--- config.mk ---
export PLATFORM = sky130hd
export DESIGN_NAME = i2c_cmd_master
export DESIGN_NICKNAME = d
export VERILOG_FILES = /design/src/rtl/i2cm_pkg.sv /design/src/rtl/i2cm_prescale.sv /design/src/rtl/i2cm_engine.sv /design/src/rtl/i2cm_status.sv /design/src/rtl/i2c_cmd_master.sv
export SDC_FILE = /design/constraint.sdc
export NUM_CORES = 1
export LEC_CHECK = 0
export ABC_CLOCK_PERIOD_IN_PS = 2900
export BUFFER_PORTS_ARGS = -buffer_cell sky130_fd_sc_hd__buf_2
export CAP_MARGIN = 25
export CORE_MARGIN = 2
export CORE_UTILIZATION = 30
export DETAILED_ROUTE_END_ITERATION = 12
export SLEW_MARGIN = 10
export SYNTH_ARGS = -nofsm -noshare
export SYNTH_HDL_FRONTEND = slang
export SYNTH_SLANG_ARGS = --single-unit
--- constraint.sdc ---
create_clock -name clk -period 2.9 [get_ports clk]
set_input_delay 0.725 -clock clk [delete_from_list [all_inputs] [get_ports clk]]
set_output_delay 0.725 -clock clk [all_outputs]
set_load 0.005 [all_outputs]
--- src/rtl/i2cm_pkg.sv ---
package i2cm_pkg;

   // command codes written by the host
   localparam logic [3:0] CMD_NOP   = 4'd0;
   localparam logic [3:0] CMD_START = 4'd1;
   localparam logic [3:0] CMD_STOP  = 4'd2;
   localparam logic [3:0] CMD_RD    = 4'd4;
   localparam logic [3:0] CMD_RDACK = 4'd5;
   localparam logic [3:0] CMD_WR    = 4'd6;

   // status bit positions
   localparam int SB_DONE = 0;
   localparam int SB_NACK = 1;
   localparam int SB_LOST = 2;
   localparam int SB_ERR  = 3;
   localparam int SB_NUM  = 4;

   localparam int BIT_PHASES = 8;

   typedef enum logic [1:0] {
      ENG_IDLE,
      ENG_RUN,
      ENG_SUSP
   } eng_state_e;

endpackage

--- src/rtl/i2cm_prescale.sv ---
module i2cm_prescale #(
   parameter int DIV_W = 8
) (
   input  logic             clk,
   input  logic             rst_n,
   input  logic [DIV_W-1:0] div,
   output logic             stop,
   output logic             tick
);

   logic [DIV_W-1:0] cnt_q;

   assign stop = (div < DIV_W'(2));
   assign tick = !stop && (cnt_q == div - DIV_W'(1));

   always_ff @(posedge clk or negedge rst_n) begin
      if (!rst_n)            cnt_q <= '0;
      else if (stop || tick) cnt_q <= '0;
      else                   cnt_q <= cnt_q + DIV_W'(1);
   end


   tick_gap_chk: assert property (@(posedge clk) disable iff (!rst_n || stop)
      tick |=> !tick);

endmodule

--- src/rtl/i2cm_engine.sv ---
module i2cm_engine
   import i2cm_pkg::*;
#(
   parameter int SYNC_STAGES = 2
) (
   input  logic       clk,
   input  logic       rst_n,
   input  logic       hold,
   input  logic       tick,
   input  logic       cmd_we,
   input  logic [3:0] cmd_code,
   input  logic [7:0] tx_byte,
   input  logic       scl_i,
   input  logic       sda_i,
   output logic       scl_oe,
   output logic       sda_oe,
   output logic       acc_p,
   output logic       rej_p,
   output logic       done_p,
   output logic       na_p,
   output logic       la_p,
   output logic       rx_p,
   output logic [7:0] rx_byte
);

   localparam int PH_W = $clog2(BIT_PHASES);
   localparam logic [PH_W-1:0] PH_SCL_HI  = PH_W'(2);
   localparam logic [PH_W-1:0] PH_SCL_CHK = PH_W'(3);
   localparam logic [PH_W-1:0] PH_SAMPLE  = PH_W'(4);
   localparam logic [PH_W-1:0] PH_LATE    = PH_W'(6);
   localparam logic [PH_W-1:0] PH_LAST    = PH_W'(BIT_PHASES - 1);
   localparam logic [3:0]      ACK_BIT    = 4'd8;

   logic scl_s, sda_s;

   // input synchronizer variant chosen by parameter
   generate
      if (SYNC_STAGES == 0) begin : g_nosync
         assign scl_s = scl_i;
         assign sda_s = sda_i;
      end else begin : g_sync
         logic [SYNC_STAGES-1:0] scl_ch, sda_ch;
         always_ff @(posedge clk or negedge rst_n) begin
            if (!rst_n) begin
               scl_ch <= '1;
               sda_ch <= '1;
            end else begin
               scl_ch <= SYNC_STAGES'({scl_ch, scl_i});
               sda_ch <= SYNC_STAGES'({sda_ch, sda_i});
            end
         end
         assign scl_s = scl_ch[SYNC_STAGES-1];
         assign sda_s = sda_ch[SYNC_STAGES-1];
      end
   endgenerate

   eng_state_e      st_q;
   logic [3:0]      op_q;
   logic [PH_W-1:0] ph_q;
   logic [3:0]      bit_q;
   logic [7:0]      sh_q;
   logic            samp_q, own_q, busy_q, scl_d, sda_d;
   logic            adv, fin, la_hit, run_code;

   assign run_code = (cmd_code == CMD_START) || (cmd_code == CMD_STOP) ||
                     (cmd_code == CMD_RD) || (cmd_code == CMD_RDACK) ||
                     (cmd_code == CMD_WR);
   assign acc_p  = cmd_we && !hold && (st_q != ENG_RUN);
   assign rej_p  = cmd_we && !hold && (st_q == ENG_RUN);

   assign adv    = (st_q == ENG_RUN) && tick &&
                   !((ph_q == PH_SCL_CHK) && !scl_s) &&
                   !((op_q == CMD_START) && (ph_q == '0) && !own_q && busy_q);
   assign la_hit = adv && (ph_q == PH_SAMPLE) && (op_q == CMD_WR) &&
                   (bit_q < ACK_BIT) && sh_q[7] && !sda_s;
   assign fin    = adv && (ph_q == PH_LAST) &&
                   ((op_q == CMD_START) || (op_q == CMD_STOP) || (bit_q == ACK_BIT));
   assign done_p = fin || la_hit;
   assign la_p   = la_hit;
   assign na_p   = adv && (ph_q == PH_SAMPLE) && (op_q == CMD_WR) &&
                   (bit_q == ACK_BIT) && sda_s;
   assign rx_p   = fin && ((op_q == CMD_RD) || (op_q == CMD_RDACK));
   assign rx_byte = sh_q;

   always_comb begin
      scl_oe = 1'b0;
      sda_oe = 1'b0;
      if (st_q == ENG_SUSP) begin
         scl_oe = 1'b1;
      end else if (st_q == ENG_RUN) begin
         if (op_q == CMD_START) begin
            scl_oe = (own_q && (ph_q < PH_SCL_HI)) || (ph_q >= PH_LATE);
            sda_oe = (ph_q >= PH_SAMPLE);
         end else if (op_q == CMD_STOP) begin
            scl_oe = (ph_q < PH_SCL_HI);
            sda_oe = (ph_q < PH_LATE);
         end else begin
            scl_oe = (ph_q < PH_SCL_HI) || (ph_q >= PH_LATE);
            if (bit_q < ACK_BIT) sda_oe = (op_q == CMD_WR) && !sh_q[7];
            else                 sda_oe = (op_q == CMD_RDACK);
         end
      end
   end

   always_ff @(posedge clk or negedge rst_n) begin
      if (!rst_n) begin
         st_q <= ENG_IDLE; op_q <= CMD_NOP; ph_q <= '0; bit_q <= '0;
         sh_q <= '0; samp_q <= 1'b1; own_q <= 1'b0; busy_q <= 1'b0;
         scl_d <= 1'b1; sda_d <= 1'b1;
      end else if (hold) begin
         st_q <= ENG_IDLE; op_q <= CMD_NOP; ph_q <= '0; bit_q <= '0;
         sh_q <= '0; samp_q <= 1'b1; own_q <= 1'b0; busy_q <= 1'b0;
         scl_d <= 1'b1; sda_d <= 1'b1;
      end else begin
         scl_d <= scl_s;
         sda_d <= sda_s;
         if (scl_s && scl_d && sda_d && !sda_s)      busy_q <= 1'b1;
         else if (scl_s && scl_d && !sda_d && sda_s) busy_q <= 1'b0;

         if (acc_p) begin
            ph_q  <= '0;
            bit_q <= '0;
            own_q <= (st_q == ENG_SUSP);
            op_q  <= cmd_code;
            if (run_code) begin
               st_q <= ENG_RUN;
               if (cmd_code == CMD_WR) sh_q <= tx_byte;
            end else begin
               st_q <= ENG_IDLE;
            end
         end else if (adv) begin
            ph_q <= ph_q + PH_W'(1);
            if (ph_q == PH_SAMPLE) samp_q <= sda_s;
            if (la_hit) begin
               st_q <= ENG_IDLE;
            end else if (ph_q == PH_LAST) begin
               if (fin) begin
                  st_q <= (op_q == CMD_STOP) ? ENG_IDLE : ENG_SUSP;
               end else begin
                  bit_q <= bit_q + 4'd1;
                  sh_q  <= {sh_q[6:0], samp_q};
               end
            end
         end
      end
   end


   hold_release_chk: assert property (@(posedge clk) disable iff (!rst_n)
      hold |=> (!scl_oe && !sda_oe));


   lost_release_chk: assert property (@(posedge clk) disable iff (!rst_n || hold)
      la_hit |=> (!scl_oe && !sda_oe));


   phase_still_chk: assert property (@(posedge clk) disable iff (!rst_n)
      ((st_q == ENG_RUN) && !tick && !hold && !cmd_we) |=> $stable(ph_q));


   stop_idle_chk: assert property (@(posedge clk) disable iff (!rst_n || hold)
      (fin && (op_q == CMD_STOP)) |=> (st_q == ENG_IDLE && !scl_oe && !sda_oe));

endmodule

--- src/rtl/i2cm_status.sv ---
module i2cm_status #(
   parameter int NB = 4
) (
   input  logic          clk,
   input  logic          rst_n,
   input  logic          clr,
   input  logic [NB-1:0] set,
   input  logic          mask_we,
   input  logic [NB-1:0] mask_val,
   output logic [NB-1:0] st_q,
   output logic          irq
);

   logic [NB-1:0] mask_q;

   always_ff @(posedge clk or negedge rst_n) begin
      if (!rst_n) begin
         st_q   <= '0;
         mask_q <= '0;
      end else begin
         st_q <= (clr ? '0 : st_q) | set;
         if (mask_we) mask_q <= mask_val;
      end
   end

   assign irq = |(st_q & ~mask_q);


   mask_block_chk: assert property (@(posedge clk) disable iff (!rst_n)
      (mask_q == '1) |-> !irq);


   err_latch_chk: assert property (@(posedge clk) disable iff (!rst_n)
      set[NB-1] |=> st_q[NB-1]);

endmodule

--- src/rtl/i2c_cmd_master.sv ---
module i2c_cmd_master
   import i2cm_pkg::*;
#(
   parameter int DIV_W       = 8,
   parameter int SYNC_STAGES = 2
) (
   input  logic             clk,
   input  logic             rst_n,
   input  logic             cmd_we,
   input  logic [3:0]       cmd_code,
   input  logic             div_we,
   input  logic [DIV_W-1:0] div_val,
   input  logic             tx_we,
   input  logic [7:0]       tx_byte,
   input  logic             mask_we,
   input  logic [3:0]       mask_val,
   output logic [7:0]       rx_data,
   output logic [3:0]       status,
   output logic             irq,
   input  logic             scl_i,
   input  logic             sda_i,
   output logic             scl_oe,
   output logic             sda_oe
);

   generate
      if (DIV_W < 2) begin : g_bad_div
         $error("DIV_W must be at least 2");
      end
      if (SYNC_STAGES < 0 || SYNC_STAGES > 4) begin : g_bad_sync
         $error("SYNC_STAGES must lie in 0..4");
      end
   endgenerate

   logic [DIV_W-1:0] div_q;
   logic [7:0]       tx_q;
   logic [7:0]       rx_q;
   logic [7:0]       rx_byte;
   logic             stop, tick;
   logic             acc_p, rej_p, done_p, na_p, la_p, rx_p;
   logic [SB_NUM-1:0] set_v;

   always_ff @(posedge clk or negedge rst_n) begin
      if (!rst_n) begin
         div_q <= '0;
         tx_q  <= '0;
         rx_q  <= '0;
      end else begin
         if (div_we) div_q <= div_val;
         if (tx_we)  tx_q  <= tx_byte;
         if (rx_p)   rx_q  <= rx_byte;
      end
   end

   i2cm_prescale #(.DIV_W(DIV_W)) u_pre (
      .clk(clk), .rst_n(rst_n), .div(div_q), .stop(stop), .tick(tick)
   );

   i2cm_engine #(.SYNC_STAGES(SYNC_STAGES)) u_eng (
      .clk(clk), .rst_n(rst_n), .hold(stop), .tick(tick),
      .cmd_we(cmd_we), .cmd_code(cmd_code), .tx_byte(tx_q),
      .scl_i(scl_i), .sda_i(sda_i), .scl_oe(scl_oe), .sda_oe(sda_oe),
      .acc_p(acc_p), .rej_p(rej_p), .done_p(done_p), .na_p(na_p),
      .la_p(la_p), .rx_p(rx_p), .rx_byte(rx_byte)
   );

   always_comb begin
      set_v          = '0;
      set_v[SB_DONE] = done_p;
      set_v[SB_NACK] = na_p;
      set_v[SB_LOST] = la_p;
      set_v[SB_ERR]  = rej_p;
   end

   i2cm_status #(.NB(SB_NUM)) u_stat (
      .clk(clk), .rst_n(rst_n), .clr(acc_p), .set(set_v),
      .mask_we(mask_we), .mask_val(mask_val), .st_q(status), .irq(irq)
   );

   assign rx_data = rx_q;

endmodule

After elaboration in Yosys (flattened, before gate mapping)
Cells that the tools add are included.
{ "word_totals": {"register_bits": 70, "inputBits": 32, "out_inout_bits": 15, "elab_cells": 164} }
{ "op_classes": {"addsub": 4, "n_lt_le_gt_ge": 6, "eq_ne": 23, "n_mux": 49, "bitwise_logic": 3, "reduce_logical": 61} }
{ "ops": {"columns": ["operator", "count"], "rows": [
  ["8-bit two-way mux", 9],
  ["4-bit two-way mux", 9],
  ["1-bit logical AND", 28],
  ["4-bit by 3-bit == test with 1-bit output (second input constant)", 6],
  ["1-bit two-way mux", 21],
  ["2-bit two-way mux", 7],
  ["1-bit logical OR", 11],
  ["3-bit two-way mux", 3],
  ["3-bit nonzero test", 3],
  ["8-bit by 1-bit adder with 8-bit output (second input constant)", 1],
  ["4-bit by 1-bit == test with 1-bit output (second input constant)", 2],
  ["4-bit by 2-bit == test with 1-bit output (second input constant)", 2],
  ["8-bit == test", 1],
  ["1-bit logical NOT", 8],
  ["8-bit by 2-bit < comparator with 1-bit output (second input constant)", 1],
  ["4-bit nonzero test", 2],
  ["8-bit by 1-bit subtractor with 8-bit output (second input constant)", 1],
  ["3-bit == test (second input constant)", 2],
  ["3-bit greater-or-equal comparator (second input constant)", 2],
  ["3-bit by 1-bit inequality test with 1-bit output (second input constant)", 2],
  ["3-bit inequality test (second input constant)", 2],
  ["3-bit AND reduction", 2],
  ["6-bit AND reduction", 1],
  ["2-bit nonzero test", 3],
  ["17 further kinds", 17]
]} }

Depth between registers and ports, before layout
{ "logic_depth": {"ltp_word": 15, "mapped_depth": 9, "ltp_nobuf": 9} }

By module
A second synthesis with hierarchy kept.
{ "unflattened": {"hier_cells": 329, "hier_area_um2": 3731.1} }
{ "modules_own_cells": {"columns": ["mod", "n_inst", "cells_per_inst", "area_each_um2", "seq_area_each_um2"], "rows": [
  ["i2cm_engine", 1, 186, 1795.5, 759.5],
  ["i2c_cmd_master", 1, 51, 994.7, 600.6],
  ["i2cm_prescale", 1, 70, 630.6, 200.2],
  ["i2cm_status", 1, 22, 310.3, 200.2]
]} }

Worst setup path after synthesis
Ideal clock, no wire load.
{ "synth_timing": {"kind": "register to register", "from": "reg div_q[2]", "to": "reg rx_q[0] (netlist: rx_data[0])", "setup_time_ns": 0.125, "arrival_ns": 2.526, "required_time_ns": 2.775, "setup_slack_ns": 0.249, "stages_incl_launch_ff": 9, "path_buffers": 1, "synth_period_minus_slack_ns": 2.651, "path_cell_list": "dfrtp_1 -> nor4_1 -> nand2_1 -> xnor2_1 -> a2111oi_4 -> nand3_2 -> or4_1 -> buf_4 -> mux2_4"} }
{ "synth_via": {"elab_chain_len": 9, "elab_cells_between_ends": 11, "classes_between": "add/sub: 1; order compare: 1; eq/ne: 1; reduce/logical: 8"} }
{ "synth_lines": {"columns": ["element", "line_no", "text"], "rows": [
  ["from (decl)", "i2c_cmd_master.sv:35", "logic [DIV_W-1:0] div_q;"],
  ["from (signal assigned)", "i2c_cmd_master.sv:49", "if (div_we) div_q <= div_val;"],
  ["8-bit by 1-bit subtractor with 8-bit output / 8-bit by 2-bit < comparator with 1-bit output (equally long branches)", "i2cm_prescale.sv:14, i2cm_prescale.sv:13", null],
  ["8-bit == test / 1-bit logical NOT (equally long branches)", "i2cm_prescale.sv:14", "assign tick = !stop && (cnt_q == div - DIV_W'(1));"],
  ["1-bit logical AND (*)", "i2cm_prescale.sv:14", null],
  ["1-bit logical AND (*) (2 in a row)", "i2cm_engine.sv:71", "assign adv = (st_q == ENG_RUN) && tick &&"],
  ["1-bit logical AND (*)", "i2cm_engine.sv:72", "!((ph_q == PH_SCL_CHK) && !scl_s) &&"],
  ["1-bit logical AND (*) (2 in a row)", "i2cm_engine.sv:76", "assign fin = adv && (ph_q == PH_LAST) &&"],
  ["1-bit logical AND (*)", "i2cm_engine.sv:82", "assign rx_p = fin && ((op_q == CMD_RD) || (op_q == CMD_RDACK));"],
  ["to (signal assigned)", "i2c_cmd_master.sv:51", "if (rx_p) rx_q <= rx_byte;"],
  ["to (decl)", "i2c_cmd_master.sv:37", "logic [7:0] rx_q;"]
]} }
Mark *: on every way between the ends. The rest lies on a longest branch, timed or not.
A chain may end at the register's enable or synchronous reset.

Worst setup path after layout
{ "layout_timing": {"from": "reg u_eng.op_q[1]", "to": "out scl_oe"} }
{ "layout_via": {"elab_chain_len": 5, "elab_cells_between_ends": 6, "classes_between": "eq/ne: 2; mux: 4"} }
{ "layout_lines": {"columns": ["element", "line_no", "text"], "rows": [
  ["from (decl)", "i2cm_engine.sv:58", "logic [3:0] op_q;"],
  ["from (signal assigned)", "i2cm_engine.sv:124", "op_q <= cmd_code;"],
  ["4-bit by 2-bit == test with 1-bit output", "i2cm_engine.sv:94", "end else if (op_q == CMD_STOP) begin"],
  ["1-bit two-way mux", "i2cm_engine.sv:94", null],
  ["1-bit two-way mux (*)", "i2cm_engine.sv:91", "if (op_q == CMD_START) begin"],
  ["1-bit two-way mux (*)", "i2cm_engine.sv:90", "end else if (st_q == ENG_RUN) begin"],
  ["1-bit two-way mux (*)", "i2cm_engine.sv:88", "if (st_q == ENG_SUSP) begin"],
  ["to (decl)", "i2c_cmd_master.sv:22", "output logic scl_oe,"]
]} }
Marks and branches as above.

==> impl_metrics.prom <==
# TYPE chip_impl_metric gauge
chip_impl_metric{name="proportion_of_power_drawn_by_combinational_gates",unit="%"} 18.7
chip_impl_metric{name="netlist_area",unit="µm²"} 3420
chip_impl_metric{name="cts.clk_slew.worst_paths",unit="ns"} 0.06
chip_impl_metric{name="area_of_the_die",unit="µm²"} 12300
chip_impl_metric{name="floorplan.die.height",unit="µm"} 111
chip_impl_metric{name="cts_resized",unit=""} 0
chip_impl_metric{name="rr_worst_depth",unit=""} 9
chip_impl_metric{name="detail-route-antenna-nets",unit=""} 0
chip_impl_metric{name="pwr-share-seq",unit="%"} 44.1
chip_impl_metric{name="detail_route.first_pass.iterations",unit=""} 4
chip_impl_metric{name="mappedNetlistNets",unit=""} 348
chip_impl_metric{name="overflow",unit=""} 0
chip_impl_info{name="holdCritStartpoint",value="u_eng.g_sync.scl_ch[0]$_DFF_PN1_"} 1
chip_impl_metric{name="internal_cell_power",unit="W"} 0.00209
chip_impl_metric{name="final_critical_path_setup_slack",unit="ns"} 0.237
chip_impl_info{name="cp_capture_type",value="output pin"} 1
chip_impl_metric{name="antenna_cells",unit=""} 0
chip_impl_metric{name="synth_warnings",unit=""} 0
chip_impl_metric{name="die-width",unit="µm"} 111
chip_impl_info{name="layout_commonest_cell",value="sky130_fd_sc_hd__dfrtp_1"} 1
chip_impl_metric{name="boundaryPins",unit=""} 47
chip_impl_metric{name="coreArea",unit="µm²"} 11000
chip_impl_info{name="unrepaired_setup_endpoints_after_global_routing",value="false"} 1
chip_impl_info{name="layout_common_cells",value="sky130_fd_sc_hd__dfrtp_1 (63), sky130_fd_sc_hd__buf_2 (46), sky130_fd_sc_hd__mux2_2 (23), sky130_fd_sc_hd__nand2_1 (22)"} 1
chip_impl_metric{name="crit_arrival",unit="ns"} 1.94
chip_impl_metric{name="finalMaxSlewViolations",unit=""} 0
chip_impl_metric{name="setup_violations",unit=""} 0
chip_impl_metric{name="first_iter_violations",unit=""} 122
chip_impl_metric{name="post-route-min-period",unit="ns"} 2.66
chip_impl_info{name="clock_tree.root_cell",value="sky130_fd_sc_hd__clkbuf_16"} 1
chip_impl_metric{name="layout_worst_path_cycle_share",unit="%"} 91.8
chip_impl_metric{name="yosysUniqueCellTypes",unit=""} 49
chip_impl_metric{name="cts-htree-levels",unit=""} 3
chip_impl_metric{name="viasPerCell",unit=""} 4.78
chip_impl_metric{name="totalNegativeSetupSlack",unit="ns"} 0
chip_impl_metric{name="synthesis.instances",unit=""} 306
chip_impl_metric{name="timing.critical_path.required",unit="ns"} 2.17
chip_impl_metric{name="grt_antenna_before_repair",unit=""} 0
chip_impl_info{name="cell_with_the_largest_stage_delay_on_the_worst_path",value="sky130_fd_sc_hd__dfrtp_1"} 1
chip_impl_info{name="path_cells",value="nor4b_1, buf_4, or2_2, nor2_1, a221oi_1, o21ai_0, buf_2"} 1
chip_impl_metric{name="net-switching-power",unit="W"} 0.000816
chip_impl_metric{name="holdPathStages",unit=""} 0
chip_impl_metric{name="grt_pass1_vias",unit=""} 2616
chip_impl_metric{name="clk-insertion-delay-late",unit="ns"} 0.33
chip_impl_info{name="hold_end",value="u_eng.g_sync.scl_ch[1]$_DFF_PN1_"} 1
chip_impl_metric{name="post_route_cells_drive_above_1_share",unit="%"} 31.1
chip_impl_metric{name="pin_count_of_the_biggest_net_entering_global_routing",unit=""} 47
chip_impl_info{name="status",value="complete, no violations"} 1
chip_impl_metric{name="globalplace.congestion",unit=""} 0.823
chip_impl_info{name="min_path_type",value="register to register"} 1
chip_impl_metric{name="worst_slew_pin_slew",unit="ns"} 0.815
chip_impl_info{name="ys_dominant_reg_cell",value="sky130_fd_sc_hd__dfrtp_1"} 1
chip_impl_metric{name="drv_cap",unit=""} 0
chip_impl_metric{name="area_growth_syn_to_layout",unit="%"} 22.6
chip_impl_metric{name="placement_rows",unit=""} 38
chip_impl_metric{name="synth.yosys.seq_area_share",unit="%"} 51.5
chip_impl_metric{name="syn_avg_cell_area",unit="µm²"} 11.2
chip_impl_metric{name="initial_utilization",unit="%"} 31.1
chip_impl_metric{name="tritoncts_num_sinks",unit=""} 70
chip_impl_metric{name="achievable-frequency",unit="MHz"} 376
chip_impl_info{name="r2r_start",value="div_q[3]$_DFFE_PN0P_"} 1
chip_impl_metric{name="reg2reg_setup_slack",unit="ns"} 0.25
chip_impl_metric{name="slew_headroom",unit="%"} 45.7
chip_impl_metric{name="post_synth_edffs",unit=""} 0
chip_impl_metric{name="static-leakage-power",unit="nW"} 1.98
chip_impl_info{name="timing.critical_path.from",value="u_eng.op_q[1]$_DFFE_PN0N_"} 1
chip_impl_metric{name="gr-usage-all-layers",unit="%"} 13.0
chip_impl_metric{name="finish.net_count",unit=""} 410
chip_impl_metric{name="post-cts-setup-buffer-count",unit=""} 0
chip_impl_metric{name="hold_viol_final",unit=""} 0
chip_impl_metric{name="grt_first_pass_wirelength",unit="mm"} 12.9
chip_impl_metric{name="cts-root-to-sink-buffers",unit=""} 2
chip_impl_metric{name="dp_hpwl",unit="mm"} 5.32
chip_impl_metric{name="port-buffer-count",unit=""} 46
chip_impl_metric{name="post_cts_hold_buffer_count",unit=""} 0
chip_impl_metric{name="drc",unit=""} 0
chip_impl_metric{name="vias",unit=""} 2452
chip_impl_metric{name="cpPeakStageDelay",unit="ns"} 0.43
chip_impl_info{name="class_of_the_most_critical_setup_path",value="register to output pin"} 1
chip_impl_info{name="r2r_end",value="rx_data[0]$_DFFE_PN0P_"} 1
chip_impl_metric{name="clock-skew-final",unit="ns"} 0.00694
chip_impl_metric{name="detail_route.wl_per_cell",unit="µm"} 14.3
chip_impl_metric{name="critPathMaxFanout",unit=""} 6
chip_impl_metric{name="vdd.ir_drop.worst",unit="mV"} 0.320
chip_impl_metric{name="asyncSetResetFlopFracSynth",unit="%"} 100
chip_impl_metric{name="portion_of_total_power_attributed_to_the_clock_network",unit="%"} 37.2
chip_impl_metric{name="detail_route.wirelength",unit="mm"} 7.34
chip_impl_metric{name="number_of_clock_buffers_inserted_by_tritoncts",unit=""} 9
chip_impl_info{name="cts_tree",value="built"} 1
chip_impl_metric{name="p_per_area",unit="nW/µm²"} 693
chip_impl_info{name="startpoint_kind_of_the_worst_setup_timing_path",value="register"} 1
chip_impl_metric{name="detailedPlace.worstSlack",unit="ns"} 0.254
chip_impl_metric{name="ys_seq_elements",unit=""} 70
chip_impl_metric{name="swShare",unit="%"} 28.0
==> worst max-delay path: cells and delay by family, from the launching register on <==
family                 cells  cell delay [ns]
and+or+nand+nor            3             0.50
AOI/OAI and AO/OA          2             0.34
DFF                        1             0.43
buffers and inverters      2             0.34
==> cells by family (layout without fill, tap and decap cells) <==
logic type	Yosys count	after routing	synth area share, %
xor+xnor	17	17	4.35
compound gates	60	60	12.3
mux	33	33	11.7
simple gates	89	89	13.5
fa+ha+maj	10	10	3.66
buf+inv	27	94	3.11
flops	70	70	51.5
==> per-layer routing <==
layer  GRT usage (%)  vias up  share of wire, %
met5               0        -                 0
met4            6.25        0               2.1
met3            3.12       12               3.3
met2            20.2       37                46
met1            17.1     1183                48
li1                -     1220                 -
==> cell usage after synthesis, types with 3 or more instances <==
master,number,share of area [%]
sky130_fd_sc_hd__dfrtp_1,63,46
sky130_fd_sc_hd__mux2_2,23,7.6
sky130_fd_sc_hd__nand2_1,22,2.4
sky130_fd_sc_hd__inv_1,19,2.1
sky130_fd_sc_hd__nor2_1,19,2.1
sky130_fd_sc_hd__o21ai_0,19,2.8
sky130_fd_sc_hd__a22o_1,12,3.1
sky130_fd_sc_hd__nand3_1,12,1.8
sky130_fd_sc_hd__a21oi_1,11,1.6
sky130_fd_sc_hd__xor2_1,11,2.8
sky130_fd_sc_hd__ha_1,10,3.7
sky130_fd_sc_hd__mux2_4,8,3.5
sky130_fd_sc_hd__dfstp_2,7,5.4
sky130_fd_sc_hd__nor3_1,7,1.0
sky130_fd_sc_hd__clkbuf_1,6,0.66
sky130_fd_sc_hd__xnor2_1,6,1.5
sky130_fd_sc_hd__and3_1,4,0.73
sky130_fd_sc_hd__or3_1,4,0.73
sky130_fd_sc_hd__nand2b_1,3,0.55
==> layout make-up <==
type,instances,area [µm²]
Clock inverter,4,47.5
Fill cell,1058,6790
Inverter,19,71.3
Timing Repair Buffer,59,340
Multi-Input combinational cell,209,1550
Sequential cell,70,1760
Tap cell,140,175
Clock buffer,12,246
==> flip-flops by register name, summed over array words and instances (netlist names), named ones only <==
name and cells:
u_eng.st_q 2, u_eng.samp_q 1, u_eng.ph_q 3, u_stat.mask_q 4, u_eng.scl_d 1, u_eng.busy_q 1, u_eng.op_q 4, u_eng.sda_d 1
u_eng.g_sync.sda_ch 2, tx_q 8, div_q 8, u_eng.rx_byte 8, u_pre.cnt_q 8, rx_data 8, u_eng.g_sync.scl_ch 2, u_stat.st_q 3
u_eng.own_q 1, u_eng.bit_q 4
==> power groups by stage <==
stage	Combinational, W	Clock (W)	Sequential [W]
final	0.000543	0.00108	0.00128
after global placement	0.000533	0	0.00129
after detailed placement	0.000547	0	0.00130
after floorplan	0.000431	0	0.00123
after CTS	0.000552	0.00111	0.00128
after global routing	0.000623	0.00116	0.00131
==> per-stage QoR <==
step / hold slack, ns / std cells / cell area (µm²) / total power (W) / util [%]
after floorplan: 0.345 / 306 / 3420 / 0.00166 / -
after global placement: 0.348 / 497 / 3900 / 0.00183 / 35.5
after detailed placement: 0.348 / 497 / 3900 / 0.00184 / 35.5
after CTS: 0.357 / 513 / 4190 / 0.00295 / 38.2
after global routing: 0.360 / 513 / 4190 / 0.00309 / 38.2
final: 0.356 / 513 / 4190 / 0.00291 / 38.2
==> worst max-delay path by stage <==
stage	depth (start not counted)	to	slack (ns)
floorplan	8	rx_data[0]$_DFFE_PN0P_	0.25
CTS	7	scl_oe	0.21
global route	7	scl_oe	0.009
global placement	8	rx_data[1]$_DFFE_PN0P_	0.28
detailed placement	8	rx_data[3]$_DFFE_PN0P_	0.25
finish	7	scl_oe	0.24
No activity file was read; power rests on OpenSTA's default activity.
